--- config.mk ---
export PLATFORM = sky130hd
export DESIGN_NAME = refclk_gen
export DESIGN_NICKNAME = d
export VERILOG_FILES = /design/src/rtl/refclk_pkg.sv /design/src/rtl/refclk_ctrl_reg.sv /design/src/rtl/refclk_src_gate.sv /design/src/rtl/refclk_div.sv /design/src/rtl/refclk_gen.sv
export SDC_FILE = /design/constraint.sdc
export NUM_CORES = 1
export LEC_CHECK = 0
export ABC_CLOCK_PERIOD_IN_PS = 4200
export BUFFER_PORTS_ARGS = -buffer_cell sky130_fd_sc_hd__buf_2
export CELL_PAD_IN_SITES_DETAIL_PLACEMENT = 0
export CELL_PAD_IN_SITES_GLOBAL_PLACEMENT = 2
export CORE_UTILIZATION = 30
export CTS_CLUSTER_SIZE = 10
export DETAILED_ROUTE_END_ITERATION = 10
export HOLD_SLACK_MARGIN = 0.05
export PLACE_DENSITY_LB_ADDON = 0.05
export SYNTH_ARGS = -nofsm -noshare
export SYNTH_HDL_FRONTEND = slang
export SYNTH_SLANG_ARGS = --single-unit
--- constraint.sdc ---
create_clock -name clk -period 4.2 [get_ports clk]
set_input_delay 1.26 -clock clk [delete_from_list [all_inputs] [get_ports clk]]
set_output_delay 1.26 -clock clk [all_outputs]
set_load 0.01 [all_outputs]
--- src/rtl/refclk_pkg.sv ---
package refclk_pkg;
  localparam int REG_W    = 16;
  localparam int DIV_W    = 4;
  localparam int EN_BIT   = 15;
  localparam int KEEP_BIT = 13;
  localparam int SEL_BIT  = 12;
  localparam int DIV_LSB  = 8;
  localparam int CNT_W    = (1 << DIV_W) - 1;

  typedef struct packed {
    logic             sel;
    logic [DIV_W-1:0] div;
  } setting_t;
endpackage

--- src/rtl/refclk_ctrl_reg.sv ---
module refclk_ctrl_reg
  import refclk_pkg::*;
(
  input  logic             clk,
  input  logic             rst,
  input  logic             we,
  input  logic [REG_W-1:0] wdata,
  output logic [REG_W-1:0] q
);
  always_ff @(posedge clk) begin
    if (rst) q <= '0;
    else if (we) q <= wdata;
  end
endmodule

--- src/rtl/refclk_src_gate.sv ---
module refclk_src_gate (
  input  logic pri_tick,
  input  logic sys_tick,
  input  logic act_sel,
  input  logic keep_bit,
  input  logic sel_bit,
  input  logic pri_mode,
  input  logic sleep,
  output logic tick
);
  logic keep_ok;
  logic raw;
  always_comb begin
    keep_ok = keep_bit && sel_bit && pri_mode;
    raw     = act_sel ? pri_tick : sys_tick;
    tick    = raw && !(sleep && !keep_ok);
  end
endmodule

--- src/rtl/refclk_div.sv ---
module refclk_div
  import refclk_pkg::*;
(
  input  logic     clk,
  input  logic     rst,
  input  logic     run,
  input  logic     tick,
  input  setting_t cfg_set,
  output setting_t act_eff,
  output logic     out_q
);
  setting_t         act_q;
  logic [CNT_W-1:0] cnt_q;
  logic [CNT_W-1:0] term;
  logic             low_start;

  always_comb begin
    low_start = !out_q && (cnt_q == '0);
    act_eff   = low_start ? cfg_set : act_q;
    term      = (CNT_W'(1) << act_eff.div) - CNT_W'(1);
  end

  always_ff @(posedge clk) begin
    if (rst) begin
      act_q <= '0;
      cnt_q <= '0;
      out_q <= 1'b0;
    end else begin
      act_q <= act_eff;
      if (!run) begin
        cnt_q <= '0;
        out_q <= 1'b0;
      end else if (tick) begin
        if (cnt_q == term) begin
          cnt_q <= '0;
          out_q <= ~out_q;
        end else begin
          cnt_q <= cnt_q + CNT_W'(1);
        end
      end
    end
  end
endmodule

--- src/rtl/refclk_gen.sv ---
module refclk_gen
  import refclk_pkg::*;
(
  input  logic        clk,
  input  logic        rst,
  input  logic        cfg_we,
  input  logic [15:0] cfg_wdata,
  output logic [15:0] cfg_rdata,
  input  logic        pri_tick,
  input  logic        sys_tick,
  input  logic        pri_mode,
  input  logic        sleep,
  output logic        ref_out
);
  logic [REG_W-1:0] ctrl_q;
  setting_t         cfg_set;
  setting_t         act_eff;
  logic             tick_g;

  refclk_ctrl_reg u_reg (
    .clk(clk), .rst(rst), .we(cfg_we), .wdata(cfg_wdata), .q(ctrl_q)
  );

  always_comb begin
    cfg_set.sel = ctrl_q[SEL_BIT];
    cfg_set.div = ctrl_q[DIV_LSB +: DIV_W];
  end

  refclk_src_gate u_gate (
    .pri_tick(pri_tick), .sys_tick(sys_tick), .act_sel(act_eff.sel),
    .keep_bit(ctrl_q[KEEP_BIT]), .sel_bit(ctrl_q[SEL_BIT]),
    .pri_mode(pri_mode), .sleep(sleep), .tick(tick_g)
  );

  refclk_div u_div (
    .clk(clk), .rst(rst), .run(ctrl_q[EN_BIT]), .tick(tick_g),
    .cfg_set(cfg_set), .act_eff(act_eff), .out_q(ref_out)
  );

  assign cfg_rdata = ctrl_q;
endmodule

# Word level (Yosys, flattened, before mapping)
# Cells that the tools add are included.
[classes] shifts=1 n_mux=3 n_eq_ne=1 bitwise=2 add_sub_neg=2 n_reduce_logical=11
[op_table] cell="adder 15 x 1 -> 15 bit (second input constant)" n=1
[op_table] cell="== test 15 bit" n=1
[op_table] cell="zero test 15 bit" n=1
[op_table] cell="2-to-1 mux 15 bit" n=1
[op_table] cell="<< shifter 1 x 4 -> 15 bit (first input constant)" n=1
[op_table] cell="subtractor 15 x 2 -> 15 bit (second input constant)" n=1
[op_table] cell="logical AND 1 bit" n=5
[op_table] cell="2-to-1 mux 5 bit" n=1
[op_table] cell="zero test 1 bit" n=3
[op_table] cell="NOT 1 bit" n=2
[op_table] cell="AND reduction 2 bit" n=1
[op_table] cell="OR reduction 2 bit" n=1
[op_table] cell="2-to-1 mux 1 bit" n=1
[word_totals] input_bits=23 wordCells=25 regBits=37 output_inout_bits=17

# Longest topological paths before layout
# Gate-level depths: netlist of the first run.
[depth] word_depth=7 mapped_depth=19 mapped_depth_nobuf=15

# Hierarchy
# From an unflattened synthesis of the first run, not the netlist that was laid out.
[unflattened] hier_cells=292 area_unflattened_um2=2458.6
[modules_own_cells] module="refclk_div" seq_area_each_um2=420.4 instances=1 cells_each=237 area_each_um2=1858.0
[modules_own_cells] module="refclk_ctrl_reg" seq_area_each_um2=320.3 instances=1 cells_each=52 area_each_um2=580.6
[modules_own_cells] module="refclk_src_gate" seq_area_each_um2=0.0 instances=1 cells_each=3 area_each_um2=20.0

# Worst setup path before layout of the first run
# OpenSTA, ideal clock, no wires.
[synth_timing] path_type="reg-to-reg" startpoint="register u_div.cnt_q[0]" endpoint="register u_div.cnt_q[12]" path_buffers=3 arrival_ps=4137 slack_ps=-50 period_less_slack_ps=4250 stages_incl_launch_ff=19 path_cell_list="dfxtp_1 inv_1 ha_1 nor3b_1 nand4_2 buf_4 clkbuf_1 and4_1 a41oi_1 ha_1 xor2_1 mux2_2 o221ai_1 o311ai_0 a311oi_1 or4b_4 o311a_4 buf_6 and2_4"
[synth_via] elab_chain_cells=7
[synth_rtl] element="start: declaration" line_no="refclk_div.sv:13" rtl="logic [CNT_W-1:0] cnt_q;"
[synth_rtl] element="start signal: assignment" line_no="refclk_div.sv:38" rtl="cnt_q <= cnt_q + CNT_W'(1);"
[synth_rtl] element="zero test 15 bit" line_no="refclk_div.sv:18" rtl="low_start = !out_q && (cnt_q == '0);"
[synth_rtl] element="logical AND 1 bit" line_no="refclk_div.sv:18"
[synth_rtl] element="2-to-1 mux 5 bit" line_no="refclk_div.sv:19" rtl="act_eff = low_start ? cfg_set : act_q;"
[synth_rtl] element="<< shifter 1 x 4 -> 15 bit" line_no="refclk_div.sv:20" rtl="term = (CNT_W'(1) << act_eff.div) - CNT_W'(1);"
[synth_rtl] element="subtractor 15 x 2 -> 15 bit" line_no="refclk_div.sv:20"
[synth_rtl] element="== test 15 bit" line_no="refclk_div.sv:34" rtl="if (cnt_q == term) begin"
[synth_rtl] element="2-to-1 mux 15 bit" line_no="refclk_div.sv:34"
# Several ways; a longest one is shown, not always the timed one.
# A chain may end at the register's enable or synchronous reset.

# Worst setup path after layout of the first run
[layout_timing] startpoint="register u_div.cnt_q[0]" endpoint="register u_div.out_q"
[layout_via] elab_chain_cells=7
[layout_rtl] element="zero test 15 bit" line_no="refclk_div.sv:18"
[layout_rtl] element="logical AND 1 bit" line_no="refclk_div.sv:18"
[layout_rtl] element="2-to-1 mux 5 bit" line_no="refclk_div.sv:19"
[layout_rtl] element="<< shifter 1 x 4 -> 15 bit" line_no="refclk_div.sv:20"
[layout_rtl] element="subtractor 15 x 2 -> 15 bit" line_no="refclk_div.sv:20"
[layout_rtl] element="== test 15 bit" line_no="refclk_div.sv:34"
[layout_rtl] element="AND reduction 2 bit (no line) (*)"
[layout_rtl] element="end signal: assignment" line_no="refclk_div.sv:36" rtl="out_q <= ~out_q;"
[layout_rtl] element="end: declaration" line_no="refclk_div.sv:10" rtl="output logic out_q"
# Mark *: on every way between the ends. The rest lies on a longest branch, timed or not.

==> run_results.csv, run 1 <==
group,metric,value,unit
run_status,status,"finished clean",
job,drv_cap,0,
worst_setup_path,crit_path_end_kind,"flip-flop",
layout,instances_no_fill,447,
detailed_routing,wl_per_cell,15.8,um
pwr,p_sw,232,uW
clock_tree,cts_tree,"built",
worst_setup_path,worstPathArrival,4.14,ns
worst_setup_path,r2r_slack,0.29,ns
grt,grt_pass1_wl,11400,um
synthesis,ys_types,54,
synthesis,synth_edf_count,0,
floorplan,fp.dieW,93.1,um
grt,grt_max_degree,23,
pwr,p_sw_share,29.5,%
timing,period_minus_slack,3.91,ns
grt,gr-usage-met1,24.8,%
timing,worstMarginPinSlew,0.574,ns
layout,nNetsFinal,370,
detailed_routing,drc,0,
placement,hpwl,5380,um
clock_tree,cts_made_buffers,5,
layout,drive_above_1_share,29.0,%
pwr,intPower,554,uW
timing,hold_viol,0,
synthesis,synth_seq_cells,37,
floorplan,row_count,32,
worst_setup_path,crit_type,"reg2reg",
detailed_routing,routed_wl,7080,um
synthesis,async_flop_share,0,%
clock_tree,holdBufCountCts,0,
pwr,p_clk_share,31.4,%
synthesis,synth.yosys.warnings,0,
worst_setup_path,reg2reg_depth,16,
grt,top_usage_layer,"met2",
timing,timing.setup.tns,0,ns
worst_hold_path,hp-start,"u_reg.q[15]",
clock_tree,clk_latency,0.29,ns
timing,rsz0062_at_grt,"false",
worst_hold_path,min_path_cells,2,
grt,grt_pass1_vias,2169,
floorplan,core,7890,sq um
clock_tree,htreeDepth,2,
detailed_routing,antenna_left,0,
placement,gp_congestion,0.848,
clock_tree,clk_pin_slew,0.08,ns
synthesis,avgSynthCellArea,8.32,sq um
layout,num_antenna_cells,0,
worst_setup_path,rr_startpoint,"u_div.cnt_q[0]",
floorplan,die_h,93.1,um
pwr,ir_drop,133,uV
worst_setup_path,crit_path_max_fanout,5,
floorplan,pin_count,40,
placement,dp_cells,439,
timing,worst_hold_slack,0.484,ns
pwr,power_leakage,0.00125,uW
pwr,combPwrFrac,21.6,%
floorplan,start_util,31.5,%
worst_setup_path,timing.rr.end,"u_div.out_q",
synthesis,seq_area_frac_synth,29.8,%
floorplan,die_area,8660,sq um
grt,antenna_found_initial,0,
worst_hold_path,hold-path-endpoint,"u_div.out_q",
worst_setup_path,start_kind,"flip-flop",
detailed_routing,first_pass_iters,6,
detailed_routing,routed-via-count,2292,
clock_tree,clk_root_buffer_cell,"clkbuf_8",
layout,area_delta_synth_final,19.1,%
clock_tree,clockBufferDepth,2,
placement,io_buffers,39,
grt,gr-total-overflow,0,
detailed_routing,first_iter_violations,97,
clock_tree,clock-sinks,37,
synthesis,syn-cell-area,2490,sq um
timing,finClkSkew,0.00429,ns
pwr,power.density,265,nW/um^2
placement,placed_area,2870,sq um
timing,setup_violations,0,
synthesis,syn_nets,325,
grt,gr-usage-met2,26.4,%
grt,grtUsageMet3,2.68,%
synthesis,synthFlopType,"dfxtp_1",
timing,slew_viol_final,0,
detailed_routing,avgViaCountPerCell,5.13,
worst_hold_path,hp-class,"reg2reg",
timing,slew_headroom,60.6,%
pwr,pwr-share-seq,47.1,%
worst_setup_path,crit_required,4.43,ns
timing,max_freq,255,MHz
synthesis,synthCells,299,
timing,timing.final.crit_share,93.2,%
grt,grt.total_usage,17.3,%
layout,final_cell_area,2960,sq um
-- worst max path at each step --
| stage | end | startpoint | depth (start not counted) | slack (ns) |
|---|---|---|---|---|
| after detailed placement | u_div.cnt_q[6] | u_div.cnt_q[0] | 16 | 0.17 |
| after global routing | u_div.out_q | u_div.cnt_q[0] | 16 | 0.02 |
| after floorplan | u_div.cnt_q[12] | u_div.cnt_q[0] | 18 | 0.0002 |
| after CTS | u_div.cnt_q[7] | u_div.cnt_q[0] | 16 | 0.12 |
| final | u_div.out_q | u_div.cnt_q[0] | 16 | 0.29 |
| after global placement | u_div.cnt_q[7] | u_div.cnt_q[0] | 16 | 0.19 |
-- metal layers --
layer,part of all wire (%),wire length (um)
met1,51,3630
met2,44,3090
met3,3.7,261
met4,1.4,97
met5,0,0
-- state kept, by name (all words and copies together), names as in the netlist --
register / flops
u_reg.q: 16
u_div.act_q: 5
u_div.cnt_q: 15
u_div.out_q: 1
-- area by class of cell --
class	count	area, sq um
fill	853	4920
sequential	37	741
multi-input combinational	223	1580
clock buffer	6	72.6
timing repair buffer	64	383
tap	102	128
clock inverter	2	10.0
inverter	13	48.8
-- per-stage QoR --
step / setup slack [ns] / total power (uW) / util (%)
4_1_cts: 0.118 / 798 / 37.4
3_5_place_dp: 0.167 / 547 / 36.3
5_1_grt: 0.0219 / 831 / 37.6
6_report: 0.285 / 785 / 37.6
3_3_place_gp: 0.193 / 549 / 36.3
2_1_floorplan: 0.000241 / 493 / -
-- cells in the final DEF (no fill, tap or decap), types with 3 or more instances in the layout --
cell,count
buf_2,39
dfxtp_1,37
nor2_1,35
buf_4,25
mux2i_1,21
nand2_1,16
inv_1,13
nor3_1,12
a21oi_1,11
nand3_1,10
xnor2_1,10
and2_4,10
o21ai_0,8
and2_1,8
nand4_1,7
xor2_1,7
nor4_1,6
clkbuf_8,5
nor3b_1,4
a41oi_1,3
a211o_1,3
o31ai_1,3
and3_1,3
or4_1,3
-- synthesized netlist by cell type, types with 5 or more instances --
| cell | count | area (sq um) |
|---|---|---|
| dfxtp_1 | 37 | 741 |
| nor2_1 | 35 | 131 |
| mux2i_1 | 21 | 210 |
| clkbuf_1 | 17 | 63.8 |
| nand2_1 | 16 | 60.1 |
| inv_1 | 13 | 48.8 |
| nor3_1 | 13 | 65.1 |
| a21oi_1 | 11 | 55.1 |
| and2_4 | 10 | 87.6 |
| nand3_1 | 10 | 50.1 |
| xnor2_1 | 10 | 87.6 |
| and2_1 | 8 | 50.1 |
| o21ai_0 | 8 | 40.0 |
| xor2_1 | 8 | 70.1 |
| nand4_1 | 7 | 43.8 |
| nor4_1 | 6 | 37.5 |
| buf_4 | 5 | 37.5 |
| nor3b_1 | 5 | 37.5 |
-- logic make-up after synthesis --
logic type / count (synthesis) / share of synthesized area [%]
simple gates: 132 / 30.9
compound gates: 45 / 13.1
xor+xnor: 18 / 6.34
buf+inv: 39 / 7.55
flops: 37 / 29.8
fa+ha+maj: 3 / 1.51
mux: 25 / 10.9
-- worst max-delay path, stage by stage (launching register included) --
cell	delay [ns]
dfxtp_1	0.32
inv_1	0.09
ha_1	0.14
nor3b_2	0.20
nand4_2	0.20
mux2_4	0.38
o21ai_0	0.10
ha_2	0.23
xor2_2	0.07
buf_4	0.15
or2_2	0.26
a21oi_1	0.19
o311ai_0	0.15
a311oi_1	0.24
or4b_4	0.51
or4_1	0.48
a21oi_1	0.15
-- what timing repair did --
item                                    4_1_cts  5_1_grt
gates resized for setup                       0        4
setup buffers                                 0        0
endpoints found under the setup margin        0       16
-- power by group through the flow --
stage                     logic, uW  registers [uW]  clock network, uW
final                           169             370                246
after global routing            187             371                273
after CTS                       170             370                259
after detailed placement        169             378                  0
after global placement          171             378                  0
after floorplan                 112             380                  0
No activity file was read; power rests on OpenSTA's default activity.
==> run 2: changes to the inputs <==
--- a/config.mk
+++ b/config.mk
@@ -13,7 +13,7 @@
 export CTS_CLUSTER_SIZE = 10
 export DETAILED_ROUTE_END_ITERATION = 10
 export HOLD_SLACK_MARGIN = 0.05
-export PLACE_DENSITY_LB_ADDON = 0.05
+export PLACE_DENSITY_LB_ADDON = 0.12
 export SYNTH_ARGS = -nofsm -noshare
 export SYNTH_HDL_FRONTEND = slang
 export SYNTH_SLANG_ARGS = --single-unit
==> run_results.csv, run 2 (synthesis gave the netlist of run 1 again) <==
group,metric,value,unit
run_status,status,"finished clean",
timing,period_minus_slack,4.10,ns
detailed_routing,avgViaCountPerCell,5.10,
placement,hpwl,5330,um
worst_setup_path,crit_path_end_kind,"flip-flop",
timing,timing.final.crit_share,97.6,%
detailed_routing,routed_wl,7100,um
worst_setup_path,worstPathArrival,4.32,ns
pwr,power.density,279,nW/um^2
grt,grt_pass1_wl,11500,um
detailed_routing,met2_length,3230,um
layout,nNetsFinal,377,
clock_tree,cts_made_buffers,5,
placement,placed_area,2870,sq um
timing,max_freq,244,MHz
pwr,intPower,616,uW
detailed_routing,first_iter_violations,169,
floorplan,fp.dieW,93.1,um
grt,grt.total_usage,17.2,%
timing,finClkSkew,0.00793,ns
grt,antenna_found_initial,0,
pwr,combPwrFrac,20.7,%
worst_setup_path,crit_required,4.42,ns
placement,gp_congestion,0.847,
timing,worst_hold_slack,0.488,ns
grt,gr-total-overflow,0,
layout,final_cell_mix,"buf_2 (39), dfxtp_1 (37), nor2_1 (35)",
clock_tree,clock-sinks,37,
timing,hold_viol,0,
pwr,ir_drop,175,uV
layout,reg.largest.list,"u_reg.q (16), u_div.cnt_q (15), u_div.act_q (5)",
timing,worstMarginPinSlew,0.896,ns
detailed_routing,antenna_left,0,
detailed_routing,first_pass_iters,6,
worst_setup_path,crit_type,"reg2reg",
clock_tree,htreeDepth,2,
grt,grt_max_degree,23,
pwr,pwr-share-seq,43.2,%
pwr,p_sw_share,27.9,%
floorplan,start_util,31.5,%
detailed_routing,routed-via-count,2309,
pwr,power_leakage,0.00131,uW
detailed_routing,wl_per_cell,15.7,um
job,drv_cap,0,
layout,largest_reg_flops,16,
worst_setup_path,crit_path_max_fanout,5,
clock_tree,clk_root_buffer_cell,"clkbuf_8",
detailed_routing,wl_met1,3620,um
pwr,p_sw,238,uW
placement,io_buffers,39,
clock_tree,clk_pin_slew,0.08,ns
layout,top_register,"u_reg.q",
grt,grt_pass1_vias,2113,
timing,setup_violations,0,
floorplan,pin_count,40,
layout,area_delta_synth_final,23.0,%
floorplan,row_count,32,
detailed_routing,wl_met3,211,um
timing,timing.setup.tns,0,ns
floorplan,die_area,8660,sq um
floorplan,core,7890,sq um
timing,slew_headroom,38.7,%
worst_setup_path,start_kind,"flip-flop",
pwr,p_clk_share,36.1,%
clock_tree,clockBufferDepth,2,
clock_tree,clk_latency,0.29,ns
floorplan,die_h,93.1,um
layout,drive_above_1_share,30.2,%
layout,layout_commonest_cell,"buf_2",
layout,num_antenna_cells,0,
timing,slew_viol_final,0,
detailed_routing,highest_layer,"met4",
layout,final_cell_area,3060,sq um
clock_tree,cts_tree,"built",
detailed_routing,drc,0,
worst_hold_path,hp-class,"reg2reg",
-- run 2: power by group through the flow --
stage / logic (uW) / registers (uW) / clock network, uW
final: 177 / 368 / 308
after global placement: 171 / 377 / 0
after detailed placement: 169 / 377 / 0
after floorplan: 112 / 380 / 0
after CTS: 170 / 369 / 323
after global routing: 196 / 370 / 333
-- run 2: worst paths after layout --
kind                        from           to  slack (ns)  cells past startpoint
hold reg to reg      u_reg.q[15]  u_div.out_q        0.49                      2
hold / removal       u_reg.q[15]  u_div.out_q        0.49                      2
setup reg to reg  u_div.cnt_q[0]  u_div.out_q        0.10                     15
setup / recovery  u_div.cnt_q[0]  u_div.out_q        0.10                     15
-- run 2: routing by layer --
metal / global-route usage (%) / vias to the layer above
met2: 25.7 / 40
li1: - / 1167
met1: 25.3 / 1098
met3: 3.33 / 4
met4: 3.97 / 0
met5: 0 / -
-- run 2: cell type report --
| cell class | instances | area [sq um] |
|---|---|---|
| Clock inverter | 2 | 35.0 |
| Fill cell | 853 | 4830 |
| Multi-Input combinational cell | 223 | 1600 |
| Tap cell | 102 | 128 |
| Timing Repair Buffer | 71 | 439 |
| Sequential cell | 37 | 741 |
| Clock buffer | 5 | 68.8 |
| Inverter | 13 | 48.8 |
-- run 2: what timing repair did --
item / 4_1_cts / 5_1_grt
buffers inserted: 0 / 6
hold buffers: 0 / 0
gates resized for setup: 0 / 7
pin swaps: 1 / 6
setup endpoints to repair: 15 / 16
-- run 2: critical path, stage by stage (launching register included) --
cell and delay (ns):
dfxtp_1 0.31, inv_1 0.10, ha_1 0.16, nor3b_4 0.24, and4_2 0.35, nor3_1 0.08
o21ai_0 0.20, ha_2 0.25, xor2_2 0.21, mux2_2 0.36, o221ai_1 0.15, o311ai_0 0.15
a311oi_1 0.32, or4b_4 0.52, or4_1 0.47, a21oi_1 0.15
-- run 2: stage by stage --
step | power [uW] | instances | setup slack [ns] | utilization [%]
floorplan | 493 | 299 | 0.000241 | -
global placement | 548 | 440 | 0.129 | 36.4
detailed placement | 546 | 440 | 0.0175 | 36.4
CTS | 861 | 447 | 0.00301 | 37.8
global route | 899 | 453 | -0.0311 | 38.8
finish | 853 | 453 | 0.102 | 38.8
==> run 3: changes to the inputs <==
--- a/config.mk
+++ b/config.mk
@@ -14,6 +14,8 @@
 export DETAILED_ROUTE_END_ITERATION = 10
 export HOLD_SLACK_MARGIN = 0.05
 export PLACE_DENSITY_LB_ADDON = 0.12
+export RECOVER_POWER = 25
+export SETUP_SLACK_MARGIN = 0.3
 export SYNTH_ARGS = -nofsm -noshare
 export SYNTH_HDL_FRONTEND = slang
 export SYNTH_SLANG_ARGS = --single-unit
==> run_results.csv, run 3 (synthesis gave the netlist of run 1 again) <==
group,metric,value,unit
run_status,status,"finished clean",
timing,finClkSkew,0.00663,ns
detailed_routing,first_iter_violations,127,
detailed_routing,first_pass_iters,4,
detailed_routing,routed-via-count,2353,
placement,placed_area,2850,sq um
layout,final_cell_area,3080,sq um
timing,timing.setup.tns,0,ns
clock_tree,htreeDepth,2,
worst_setup_path,reg2reg_depth,15,
layout,layout_commonest_cell,"buf_2",
worst_setup_path,start_kind,"flip-flop",
worst_setup_path,crit_path_end_kind,"flip-flop",
job,drv_cap,0,
worst_setup_path,crit_top_cell,"ha_4",
layout,area_delta_synth_final,23.8,%
clock_tree,clk_latency,0.29,ns
worst_setup_path,rr_startpoint,"u_div.cnt_q[0]",
detailed_routing,routed_wl,7430,um
grt,grt_max_degree,23,
floorplan,core,7890,sq um
timing,slew_headroom,23.4,%
worst_setup_path,crit_path_max_fanout,5,
timing,slew_viol_final,0,
layout,num_antenna_cells,0,
timing,worstMarginPinSlew,1.15,ns
layout,nNetsFinal,369,
pwr,power_leakage,0.00128,uW
layout,final_cell_mix,"buf_2 (38), nor2_1 (34), dfxtp_1 (33)",
worst_hold_path,min_path_cells,2,
placement,io_buffers,39,
floorplan,row_count,32,
worst_setup_path,crit_required,4.43,ns
pwr,power.density,264,nW/um^2
worst_setup_path,cp_slowest_cell,"or4b_4",
worst_setup_path,crit_type,"reg2reg",
worst_setup_path,worstPathArrival,4.11,ns
floorplan,die_area,8660,sq um
timing,period_minus_slack,3.88,ns
placement,hpwl,5350,um
grt,gr-total-overflow,0,
worst_setup_path,worstPathCellList,"inv_4 > ha_4 > nor3b_4 > nand4_1 > and4_1 > a41oi_2 > ha_4 > xor2_4 > mux2_4 > o221ai_2 > o311ai_1 > a311oi_1 > or4b_4 > or4_4 > a21oi_2",
detailed_routing,avgViaCountPerCell,5.29,
worst_setup_path,timing.rr.end,"u_div.out_q",
layout,drive_above_1_share,31.8,%
timing,hold_viol,0,
layout,reg.largest.list,"u_reg.q (16), u_div.cnt_q (15), u_div.act_q (5)",
grt,grtUsageMet3,2.52,%
grt,gr-usage-met1,25.4,%
grt,grt_pass1_wl,12000,um
clock_tree,cts_tree,"built",
grt,antenna_found_initial,0,
worst_hold_path,hp-class,"reg2reg",
worst_hold_path,hold-path-endpoint,"u_reg.q[3]",
timing,layout_setup_ws,0.316,ns
grt,gr-usage-met2,28.0,%
floorplan,start_util,31.5,%
pwr,ir_drop,97.7,uV
timing,setup_violations,0,
clock_tree,cts_made_buffers,5,
clock_tree,clock-sinks,37,
layout,largest_reg_flops,16,
timing,rsz0062_at_grt,"true",
worst_setup_path,cpPeakStageDelay,0.55,ns
floorplan,pin_count,40,
worst_setup_path,r2r_slack,0.32,ns
worst_hold_path,hp-start,"u_reg.q[3]",
grt,grt_pass1_vias,2220,
clock_tree,clk_pin_slew,0.08,ns
detailed_routing,wl_per_cell,16.7,um
clock_tree,clk_root_buffer_cell,"clkbuf_8",
grt,top_usage_layer,"met2",
layout,nFillCells,836,
detailed_routing,drc,0,
clock_tree,clockBufferDepth,2,
detailed_routing,antenna_left,0,
floorplan,die_h,93.1,um
timing,timing.final.crit_share,92.5,%
floorplan,fp.dieW,93.1,um
placement,gp_congestion,0.830,
grt,grt.total_usage,17.9,%
layout,top_register,"u_reg.q",
timing,max_freq,257,MHz
placement,dp_slack,0.224,ns
timing,worst_hold_slack,0.494,ns
-- run 3: changes by cell type in the layout (fill, tap and decap cells not counted), sizes merged --
cell / before / now
clkinv: 1 / 0
bufinv: 1 / 0
o311a: 1 / 2
buf: 71 / 59
clkbuf: 5 / 10
-- run 3: final cells by class --
cell class	count	area (sq um)	share of cell area, %
multi-input combinational	224	1700	55.2
sequential	37	751	24.4
timing repair buffer	62	363	11.8
tap	102	128	4.14
clock buffer	7	86.3	2.80
inverter	13	53.8	1.75
-- run 3: stage by stage --
step                      util, %  instances  power, uW
final                        39.1        445        814
after global routing         39.1        445        856
after CTS                    37.9        443        817
after detailed placement     36.1        434        548
after global placement       36.1        434        550
after floorplan                 -        299        496
-- run 3: routing by layer --
metal,vias up,wire length (um)
li1,1150,-
met1,1146,3670
met2,48,3390
met3,9,272
met4,0,100
met5,-,0
-- run 3: how the worst max path moves through the flow --
stage | start | endpoint | slack (ns) | cells after the start
after floorplan | u_div.cnt_q[10] | u_div.cnt_q[12] | 0.30 | 17
after global placement | u_div.cnt_q[0] | u_div.cnt_q[5] | 0.28 | 15
after detailed placement | u_div.cnt_q[0] | u_div.out_q | 0.22 | 15
after CTS | u_div.cnt_q[1] | u_div.out_q | 0.32 | 15
after global routing | u_div.cnt_q[0] | u_div.cnt_q[3] | 0.16 | 15
final | u_div.cnt_q[0] | u_div.out_q | 0.32 | 15
-- run 3: power breakdown --
| group | switching [uW] | internal (uW) | total, uW |
|---|---|---|---|
| combinational | 103 | 84.1 | 187 |
| clock | 128 | 130 | 258 |
| sequential | 8.43 | 361 | 369 |
| total | 239 | 575 | 814 |
-- run 3: timing repair --
| item | 4_1_cts | 5_1_grt |
|---|---|---|
| buffers inserted | 2 | 1 |
| gates resized for setup | 10 | 22 |
| pin swaps | 5 | 6 |
| setup endpoints to repair | 16 | 16 |
| hold buffers | 0 | 0 |
| gates cloned | 0 | 1 |
-- run 3: worst max-delay path: cells and delay by family (launching register included) --
kind	cells	cell delay, ns
and+or+nand+nor	5	1.71
AOI/OAI and AO/OA	5	0.82
DFF	1	0.36
muxes	1	0.32
adders and majority gates	2	0.31
xor gates and xnor gates	1	0.22
buffers and inverters	1	0.06
